**src/rtl/evt_pkg.sv**
```systemverilog
package evt_pkg;

    localparam int ADDR_W     = 10;
    localparam int SLOT_LG2   = 5;
    localparam int SLOT_W     = ADDR_W - SLOT_LG2;
    localparam int CNT_W      = 64;
    localparam int WORD_W     = 32;

    localparam logic [ADDR_W-1:0] OFS_CAP    = 10'h000;
    localparam logic [ADDR_W-1:0] OFS_PERIOD = 10'h004;
    localparam logic [ADDR_W-1:0] OFS_CFG    = 10'h010;
    localparam logic [ADDR_W-1:0] OFS_CFG_HI = 10'h014;
    localparam logic [ADDR_W-1:0] OFS_STATUS = 10'h020;
    localparam logic [ADDR_W-1:0] OFS_CNT_LO = 10'h0F0;
    localparam logic [ADDR_W-1:0] OFS_CNT_HI = 10'h0F4;
    localparam logic [ADDR_W-1:0] CH_BASE    = 10'h100;

    localparam int CFG_EN_BIT  = 0;
    localparam int CFG_LEG_BIT = 1;

    typedef enum logic [2:0] {
        SEL_NONE,
        SEL_CAP,
        SEL_PERIOD,
        SEL_CFG,
        SEL_STATUS,
        SEL_CNT_LO,
        SEL_CNT_HI,
        SEL_CHAN
    } reg_sel_e;

    typedef struct packed {
        reg_sel_e            sel;
        logic [SLOT_W-1:0]   slot;
        logic [SLOT_LG2-1:0] off;
    } reg_dec_t;

    function automatic logic [WORD_W-1:0] cap_word(input int nch,
                                                   input logic [15:0] vendor);
        logic [4:0] last_ch;
        last_ch = 5'(nch - 1);
        return {vendor, 1'b1, 1'b0, 1'b1, last_ch, 8'h01};
    endfunction

endpackage

```
**src/rtl/evt_regdec.sv**
```systemverilog
module evt_regdec
    import evt_pkg::*;
(
    input  logic [ADDR_W-1:0] addr,
    output reg_dec_t          dec
);
    logic [ADDR_W-1:0] rel;

    always_comb begin
        rel      = addr - CH_BASE;
        dec.sel  = SEL_NONE;
        dec.slot = '0;
        dec.off  = addr[SLOT_LG2-1:0];
        if (addr >= CH_BASE) begin
            dec.sel  = SEL_CHAN;
            dec.slot = rel[ADDR_W-1:SLOT_LG2];
        end else begin
            unique case (addr)
                OFS_CAP:    dec.sel = SEL_CAP;
                OFS_PERIOD: dec.sel = SEL_PERIOD;
                OFS_CFG:    dec.sel = SEL_CFG;
                OFS_STATUS: dec.sel = SEL_STATUS;
                OFS_CNT_LO: dec.sel = SEL_CNT_LO;
                OFS_CNT_HI: dec.sel = SEL_CNT_HI;
                default:    dec.sel = SEL_NONE;
            endcase
        end
    end
endmodule

```
**src/rtl/evt_counter.sv**
```systemverilog
module evt_counter
    import evt_pkg::*;
(
    input  logic              clk,
    input  logic              rst,
    input  logic              run,
    input  logic              tick,
    input  logic              wr_lo,
    input  logic              wr_hi,
    input  logic [WORD_W-1:0] wdata,
    output logic [CNT_W-1:0]  count
);
    localparam int HALF = CNT_W / 2;

    logic [CNT_W-1:0] cnt_q;

    always_ff @(posedge clk) begin
        if (rst) begin
            cnt_q <= '0;
        end else if (wr_lo) begin
            cnt_q[HALF-1:0] <= wdata[HALF-1:0];
        end else if (wr_hi) begin
            cnt_q[CNT_W-1:HALF] <= wdata[HALF-1:0];
        end else if (run && tick) begin
            cnt_q <= cnt_q + 1'b1;
        end
    end

    assign count = cnt_q;
endmodule

```
**src/rtl/evt_gcfg.sv**
```systemverilog
module evt_gcfg
    import evt_pkg::*;
#(
    parameter int NUM_CH = 3
) (
    input  logic              clk,
    input  logic              rst,
    input  logic              cfg_wr,
    input  logic [WORD_W-1:0] wdata,
    input  logic [NUM_CH-1:0] cmp_unset,
    output logic              en,
    output logic              leg,
    output logic [NUM_CH-1:0] arm,
    output logic              leg_release,
    output logic              leg_reclaim
);
    logic              en_q, leg_q, rel_q, rcl_q;
    logic              en_n, leg_n;
    logic [NUM_CH-1:0] arm_q;

    always_comb begin
        en_n  = cfg_wr ? wdata[CFG_EN_BIT]  : en_q;
        leg_n = cfg_wr ? wdata[CFG_LEG_BIT] : leg_q;
    end

    always_ff @(posedge clk) begin
        if (rst) begin
            en_q  <= 1'b0;
            leg_q <= 1'b0;
            arm_q <= '0;
            rel_q <= 1'b0;
            rcl_q <= 1'b0;
        end else begin
            en_q  <= en_n;
            leg_q <= leg_n;
            arm_q <= (en_n && !en_q) ? ~cmp_unset : '0;
            rel_q <= leg_n && !leg_q;
            rcl_q <= !leg_n && leg_q;
        end
    end

    assign en          = en_q;
    assign leg         = leg_q;
    assign arm         = arm_q;
    assign leg_release = rel_q;
    assign leg_reclaim = rcl_q;
endmodule

```
**src/rtl/evt_timer_regs.sv**
```systemverilog
module evt_timer_regs
    import evt_pkg::*;
#(
    parameter int          NUM_CH    = 3,
    parameter logic [31:0] TICK_FS   = 32'h05F5_E100,
    parameter logic [15:0] VENDOR_ID = 16'h8086
) (
    input  logic                     clk,
    input  logic                     rst,
    input  logic [9:0]               bus_addr,
    input  logic                     bus_wr,
    input  logic                     bus_rd,
    input  logic [31:0]              bus_wdata,
    output logic [31:0]              bus_rdata,
    input  logic                     tick_en,
    input  logic [NUM_CH-1:0]        irq_pend,
    input  logic [32*NUM_CH-1:0]     ch_rdata,
    input  logic [NUM_CH-1:0]        ch_cmp_unset,
    output logic [NUM_CH-1:0]        ch_wr,
    output logic [4:0]               ch_off,
    output logic [31:0]              ch_wdata,
    output logic [63:0]              count,
    output logic                     glb_en,
    output logic                     legacy_route,
    output logic                     legacy_release,
    output logic                     legacy_reclaim,
    output logic [NUM_CH-1:0]        ch_arm
);
    localparam logic [WORD_W-1:0] CAP = cap_word(NUM_CH, VENDOR_ID);

    reg_dec_t          dec;
    logic [WORD_W-1:0] rd_mux;
    logic [WORD_W-1:0] chan_word;
    logic [WORD_W-1:0] rdata_q;

    evt_regdec u_dec (
        .addr (bus_addr),
        .dec  (dec)
    );

    evt_counter u_cnt (
        .clk   (clk),
        .rst   (rst),
        .run   (glb_en),
        .tick  (tick_en),
        .wr_lo (bus_wr && dec.sel == SEL_CNT_LO),
        .wr_hi (bus_wr && dec.sel == SEL_CNT_HI),
        .wdata (bus_wdata),
        .count (count)
    );

    evt_gcfg #(.NUM_CH(NUM_CH)) u_cfg (
        .clk         (clk),
        .rst         (rst),
        .cfg_wr      (bus_wr && dec.sel == SEL_CFG),
        .wdata       (bus_wdata),
        .cmp_unset   (ch_cmp_unset),
        .en          (glb_en),
        .leg         (legacy_route),
        .arm         (ch_arm),
        .leg_release (legacy_release),
        .leg_reclaim (legacy_reclaim)
    );

    generate
        for (genvar g = 0; g < NUM_CH; g++) begin : g_chwr
            assign ch_wr[g] = bus_wr && dec.sel == SEL_CHAN
                              && dec.slot == SLOT_W'(g);
        end
    endgenerate

    assign ch_off   = dec.off;
    assign ch_wdata = bus_wdata;

    always_comb begin
        chan_word = '0;
        for (int i = 0; i < NUM_CH; i++) begin
            if (dec.slot == SLOT_W'(i)) chan_word = ch_rdata[32*i +: 32];
        end
    end

    always_comb begin
        unique case (dec.sel)
            SEL_CAP:    rd_mux = CAP;
            SEL_PERIOD: rd_mux = TICK_FS;
            SEL_CFG:    rd_mux = {30'b0, legacy_route, glb_en};
            SEL_STATUS: rd_mux = WORD_W'(irq_pend);
            SEL_CNT_LO: rd_mux = count[31:0];
            SEL_CNT_HI: rd_mux = count[63:32];
            SEL_CHAN:   rd_mux = chan_word;
            default:    rd_mux = '0;
        endcase
    end

    always_ff @(posedge clk) begin
        if (rst)         rdata_q <= '0;
        else if (bus_rd) rdata_q <= rd_mux;
    end

    assign bus_rdata = rdata_q;
endmodule

```
**config.mk**
```make
export PLATFORM = sky130hd
export DESIGN_NAME = evt_timer_regs
export DESIGN_NICKNAME = d
export VERILOG_FILES = /design/src/rtl/evt_pkg.sv /design/src/rtl/evt_regdec.sv /design/src/rtl/evt_counter.sv /design/src/rtl/evt_gcfg.sv /design/src/rtl/evt_timer_regs.sv
export SDC_FILE = /design/constraint.sdc
export NUM_CORES = 1
export LEC_CHECK = 0
export BUFFER_PORTS_ARGS = -buffer_cell sky130_fd_sc_hd__buf_2
export CORE_MARGIN = 3
export CORE_UTILIZATION = 46
export CTS_CLUSTER_SIZE = 28
export DETAILED_ROUTE_END_ITERATION = 10
export PLACE_DENSITY = 0.81
export SLEW_MARGIN = 20
export SYNTH_ARGS = -nofsm -noshare
export SYNTH_HDL_FRONTEND = slang
export SYNTH_HIERARCHICAL = 1
export SYNTH_SLANG_ARGS = --single-unit
```
**constraint.sdc**
```tcl
create_clock -name clk -period 3.2 [get_ports clk]
set_input_delay 0.16 -clock clk [delete_from_list [all_inputs] [get_ports clk]]
set_output_delay 0.16 -clock clk [all_outputs]
set_load 0.1 [all_outputs]
```
==> results of run 1 <==
[cell usage after synthesis, drive strengths merged (4+ instances only)]
cell type  instances  area [µm²]
dfxtp            103        2060
nand2             84         318
a21oi             74         370
nor2              73         274
buf               61         415
clkbuf            56         210
nor3              53         282
o21ai             47         235
o211ai            41         353
nand3             40         210
nand2b            37         231
a211oi            36         270
nand4             32         219
nor2b             29         181
and3              21         131
nor4              19         185
or4               19         146
a31oi             18         113
xor2              17         149
a22o              15         131
or3               15         104
a21o              13        97.6
a22oi             11        82.6
a41oi             10        87.6
inv               10        37.5
mux2i             10         100
nand3b             9        67.6
xnor2              9        78.8
a221oi             7        61.3
a311oi             7        61.3
and2               6        37.5
and4               6        52.6
mux2               5        56.3
o31ai              5        47.5
o22ai              4        25.0
or2                4        25.0
[metrics by stage]
stage / util / instances
2_1_floorplan: - / 1034
3_3_place_gp: 0.574 / 1470
3_5_place_dp: 0.574 / 1470
4_1_cts: 0.590 / 1483
5_1_grt: 0.590 / 1483
6_report: 0.590 / 1483
[worst max-delay path, stage by stage]
cell and delay (ns):
buf_2 0.12, or3_4 0.42, o31ai_4 0.28, buf_4 0.34, inv_2 0.22, nor3_4 0.45, nor4bb_2 0.39, buf_12 0.22
[final timing paths]
kind	start	cells after the start	slack [ns]	endpoint
max	bus_addr[1]	8	0.43	ch_wr[0]
min reg2reg	bus_rdata[31]	2	0.50	bus_rdata[31]
max reg2reg	u_cnt/count[1]	6	0.47	u_cnt/count[46]
min	bus_wdata[4]	3	0.08	u_cnt/count[36]
[what timing repair did]
item | in CTS | in global routing
hold buffers | 3 | 0
endpoints found under the hold margin | 3 | 0
setup buffers | 0 | 0
[cell families (layout without fill, tap and decap cells)]
family,count (synthesis),after routing,synth area share
AO/OA/AOI/OAI,303,303,0.267
XOR/XNOR,26,26,0.0293
adder cells (fa/ha/maj),1,1,0.00161
buffers and inverters,129,362,0.0863
flip-flops,103,103,0.265
multiplexers,15,15,0.0201
AND/OR/NAND/NOR,457,457,0.330
[layer usage]
layer,vias up,global-route usage
met2,598,0.522
met3,94,0.0570
met4,0,0.150
met5,-,0
li1,4317,-
met1,4416,0.437
[flip-flops by register name, summed over array words and instances, names as in the netlist]
register           count
bus_rdata             32
u_cfg/arm              3
u_cfg/en               1
u_cfg/leg              1
u_cfg/leg_reclaim      1
u_cfg/leg_release      1
u_cnt/count           64
[report_power, final]
| part | switching, W | total, W | internal (W) | leakage, nW |
|---|---|---|---|---|
| clock | 0.000472 | 0.000973 | 0.000502 | 0.112 |
| combinational | 0.00118 | 0.00154 | 0.000355 | 2.89 |
| sequential | 0.000177 | 0.00154 | 0.00136 | 0.839 |
[final cells by class]
class | count | area, µm²
clock buffers | 10 | 229
repair buffers | 340 | 1890
well taps | 216 | 270
inverters | 12 | 45.0
fillers | 1541 | 6660
multi-input cells | 802 | 5080
flip-flops and latches | 103 | 2060
==> impl_metrics.env, run 1 <==
export IMPL_netlist_instances=1034
export IMPL_rsz0062_at_grt="false"
export IMPL_dr_max_layer_used="met4"
export IMPL_layout_setup_ws_ns=0.431
export IMPL_cp_max_fo=27
export IMPL_grt_pass1_vias=8633
export IMPL_root_buffer="clkbuf_16"
export IMPL_crit_type="input pin to primary output"
export IMPL_postLayoutCellArea_um2=9570
export IMPL_power_total_w=0.00405
export IMPL_cts_resized=0
export IMPL_ir_drop_v=0.000328
export IMPL_gp_congestion=0.967
export IMPL_synth_top_flop_cell="dfxtp_1"
export IMPL_grt_pass1_wl_um=47500
export IMPL_critPathRequiredTime_ns=3.04
export IMPL_syn_nets=1184
export IMPL_cp_start_kind="input pin"
export IMPL_antenna_left=0
export IMPL_clock_path_buffers=2
export IMPL_max_freq_mhz=361
export IMPL_end_kind="primary output"
export IMPL_period_minus_slack_ns=2.77
export IMPL_relSlewSlack=0.476
export IMPL_met2_length_um=14300
export IMPL_clock_sinks=103
export IMPL_port_buffers=291
export IMPL_route_met3_wl_um=3100
export IMPL_setup_violations=0
export IMPL_yosysWarnings=6
export IMPL_status="complete, no violations"
export IMPL_totalWireLength_um=31600
export IMPL_whs_ns=0.0814
export IMPL_cts_tree="done"
export IMPL_nets=1418
export IMPL_drive_gt1_frac=0.309
export IMPL_final_max_slew_viol_count=0
export IMPL_critPathArrivalTime_ns=2.61
export IMPL_h_tree_depth=3
export IMPL_cts_buffers=9
export IMPL_wl_per_cell_um=21.3
export IMPL_grt_max_degree=69
export IMPL_dpl_cell_area_um2=9310
export IMPL_antenna_found_initial=0
export IMPL_track_usage=0.329
export IMPL_dp_hpwl_um=23900
export IMPL_gr_total_overflow=0
export IMPL_synth_distinct_cells=74
export IMPL_core_um2=16200
export IMPL_layout_common_cells="buf_2, dfxtp_1, nand2_1, a21oi_1, nor2_1"
export IMPL_async_reset_ff_frac=0
export IMPL_worst_pin_slew_ns=0.785
export IMPL_die_w_um=136
export IMPL_m1WireLength_um=12800
export IMPL_syn_area_um2=7770
export IMPL_p_leak_nw=3.84
export IMPL_dieArea_um2=18500
export IMPL_layout_commonest_cell="buf_2"
export IMPL_clock_latency_ns=0.36
export IMPL_tns_ns=0
export IMPL_hold_viol_final=0
export IMPL_num_vias=9425
export IMPL_rows=46
export IMPL_synth_avg_cell_area_um2=7.51
export IMPL_die_y_um=136
export IMPL_p_per_area_nw_per_um2=423
export IMPL_ys_seq_area_frac=0.265
export IMPL_ys_seq_elements=103
export IMPL_drtIter0Drc=1269
export IMPL_post_drt_via_cell_ratio=6.36
export IMPL_ios=292
export IMPL_synth_edf_count=0
export IMPL_post_route_drc_count=0
export IMPL_clk_pin_slew_ns=0.07
export IMPL_dp_slack_ns=0.237
export IMPL_diodes=0
export IMPL_cap_violations=0
export IMPL_skew_ns=0.00912
export IMPL_drt_pass1_iter_count=6
export IMPL_finalCritPeriodShare=0.865
export IMPL_start_util=0.479
export IMPL_hp_class="input pin to flip-flop"
export IMPL_syn_to_final_growth_pct=23.2
Power figures use the tool's default switching activity.
==> run 2, diff against run 1 <==
Settings changed: CORE_UTILIZATION 46 to 45, PLACE_DENSITY 0.81 to 0.79.
==> run 2 against run 1 <==
  * Sequential power is essentially flat
  * Setup slack gained 0.012 ns
  * Register-to-register slack got worse by 0.03 ns
  * Core utilization shrank 1.4 points
  * Critical path depth decreased by 3
  * First-iteration DRC count is 13% lower
  * Sequential cell count unchanged
  * Wire length shrank 0.41%
  * Design area rose by 0.81%
  * Clock power is 14% higher
  * Die area up 2.1%
  * Largest cell class unchanged
==> impl_metrics.env, run 2 (synthesized netlist as in run 1, its figures left out) <==
export IMPL_hp_class="input pin to flip-flop"
export IMPL_setup_violations=0
export IMPL_fin_util=0.576
export IMPL_dp_hpwl_um=23800
export IMPL_drt_pass1_iter_count=6
export IMPL_drtIter0Drc=1099
export IMPL_num_vias=9417
export IMPL_startpoint="u_cnt/count[46]"
export IMPL_p_per_area_nw_per_um2=433
export IMPL_port_buffers=291
export IMPL_h_tree_depth=3
export IMPL_end_kind="flip-flop"
export IMPL_dieArea_um2=18900
export IMPL_grt_pass1_vias=8420
export IMPL_root_buffer="clkbuf_16"
export IMPL_relSlewSlack=0.444
export IMPL_tns_ns=0
export IMPL_layout_commonest_cell="buf_2"
export IMPL_cp_max_fo=8
export IMPL_clock_sinks=103
export IMPL_period_minus_slack_ns=2.76
export IMPL_grt_pass1_wl_um=46900
export IMPL_layout_common_cells="buf_2, dfxtp_1, nand2_1, a21oi_1, nor2_1"
export IMPL_dpl_cell_area_um2=9330
export IMPL_post_drt_via_cell_ratio=6.30
export IMPL_gr_total_overflow=0
export IMPL_core_um2=16800
export IMPL_diodes=0
export IMPL_antenna_left=0
export IMPL_ir_drop_v=0.000417
export IMPL_worst_pin_slew_ns=0.823
export IMPL_critPathArrivalTime_ns=3.01
export IMPL_die_y_um=137
export IMPL_stdcell_count=1495
export IMPL_die_w_um=137
export IMPL_post_route_drc_count=0
export IMPL_ios=292
export IMPL_whs_ns=0.0723
export IMPL_r2r_start="u_cnt/count[46]"
export IMPL_wl_per_cell_um=21.0
export IMPL_gp_congestion=0.997
export IMPL_crit_type="flip-flop to flip-flop"
export IMPL_drive_gt1_frac=0.314
export IMPL_start_util=0.464
export IMPL_p_leak_nw=3.88
export IMPL_hold_viol_final=0
export IMPL_nets=1420
export IMPL_syn_to_final_growth_pct=24.2
export IMPL_finalCritPeriodShare=0.861
export IMPL_ff2ff_setup_slack_ns=0.44
export IMPL_critPathRequiredTime_ns=3.46
export IMPL_place_inst=1476
export IMPL_antenna_found_initial=0
export IMPL_clock_latency_ns=0.37
export IMPL_max_freq_mhz=363
export IMPL_final_max_slew_viol_count=0
export IMPL_cap_violations=0
export IMPL_post_cts_buffers=0
export IMPL_rsz0062_at_grt="false"
export IMPL_skew_ns=0.0152
export IMPL_cts_buffers=9
export IMPL_cts_tree="done"
export IMPL_largest_reg_flops=64
export IMPL_cp_start_kind="flip-flop"
export IMPL_cp_endpoint="u_cnt/count[52]"
export IMPL_reg2reg_to="u_cnt/count[52]"
export IMPL_clock_path_buffers=2
export IMPL_postLayoutCellArea_um2=9650
export IMPL_rows=47
export IMPL_grt_max_degree=67
export IMPL_totalWireLength_um=31400
export IMPL_rr_worst_depth=5
export IMPL_clk_pin_slew_ns=0.07
export IMPL_track_usage=0.320
export IMPL_status="complete, no violations"
## run 2: cell types whose count changed in the layout (fill, tap and decap cells not counted)
| cell | delta |
|---|---|
| buf_4 | +2 |
| clkbuf_8 | +2 |
| clkinv_2 | +1 |
| clkinv_4 | +2 |
| clkinvlp_4 | +1 |
## run 2: worst min-delay path by stage
stage | from | end | slack [ns] | depth (start not counted)
3_3_place_gp | ch_cmp_unset[1] | u_cfg/arm[1] | 0.32 | 2
4_1_cts | bus_wdata[10] | u_cnt/count[10] | 0.06 | 3
2_1_floorplan | ch_cmp_unset[0] | u_cfg/arm[0] | 0.23 | 1
3_5_place_dp | ch_cmp_unset[0] | u_cfg/arm[0] | 0.33 | 2
5_1_grt | bus_wdata[7] | u_cnt/count[7] | 0.07 | 3
6_report | bus_wdata[10] | u_cnt/count[10] | 0.07 | 3
## run 2: where the power goes
| group | internal [W] | switching, W | total [W] |
|---|---|---|---|
| sequential | 0.00136 | 0.000176 | 0.00154 |
| combinational | 0.000353 | 0.00118 | 0.00153 |
| clock | 0.000573 | 0.000534 | 0.00111 |
## run 2: worst max-delay path, stage by stage (launching register included)
cell and delay [ns]:
dfxtp_1 0.62, nand4_1 0.43, nor2_1 0.37, nor4b_1 0.72
o21ai_0 0.23, o31a_1 0.28
## run 2: routing by layer
layer	vias to the layer above	wire length, µm	GRT usage
met3	90	3270	0.0646
met5	-	0	0
met1	4369	12800	0.433
li1	4326	-	-
met4	0	1200	0.126
met2	632	14200	0.498
## run 2: cell type report
| type | count | area, µm² |
|---|---|---|
| Sequential cell | 103 | 2060 |
| Inverter | 12 | 45.0 |
| Tap cell | 220 | 275 |
| Clock buffer | 12 | 256 |
| Timing Repair Buffer | 342 | 1900 |
| Multi-Input combinational cell | 802 | 5080 |
| Clock inverter | 4 | 30.0 |
| Fill cell | 1597 | 7110 |
## run 2: repair_timing
item                      4_1_cts  5_1_grt
hold endpoints to repair        3        0
hold buffers                    3        0
resized for setup               0        0
## run 2: through the flow
| stage | power [W] | worst slack (ns) |
|---|---|---|
| global route | 0.00432 | 0.300 |
| CTS | 0.00418 | 0.647 |
| global placement | 0.00307 | 0.326 |
| finish | 0.00418 | 0.443 |
| detailed placement | 0.00308 | 0.266 |
| floorplan | 0.00270 | -0.227 |
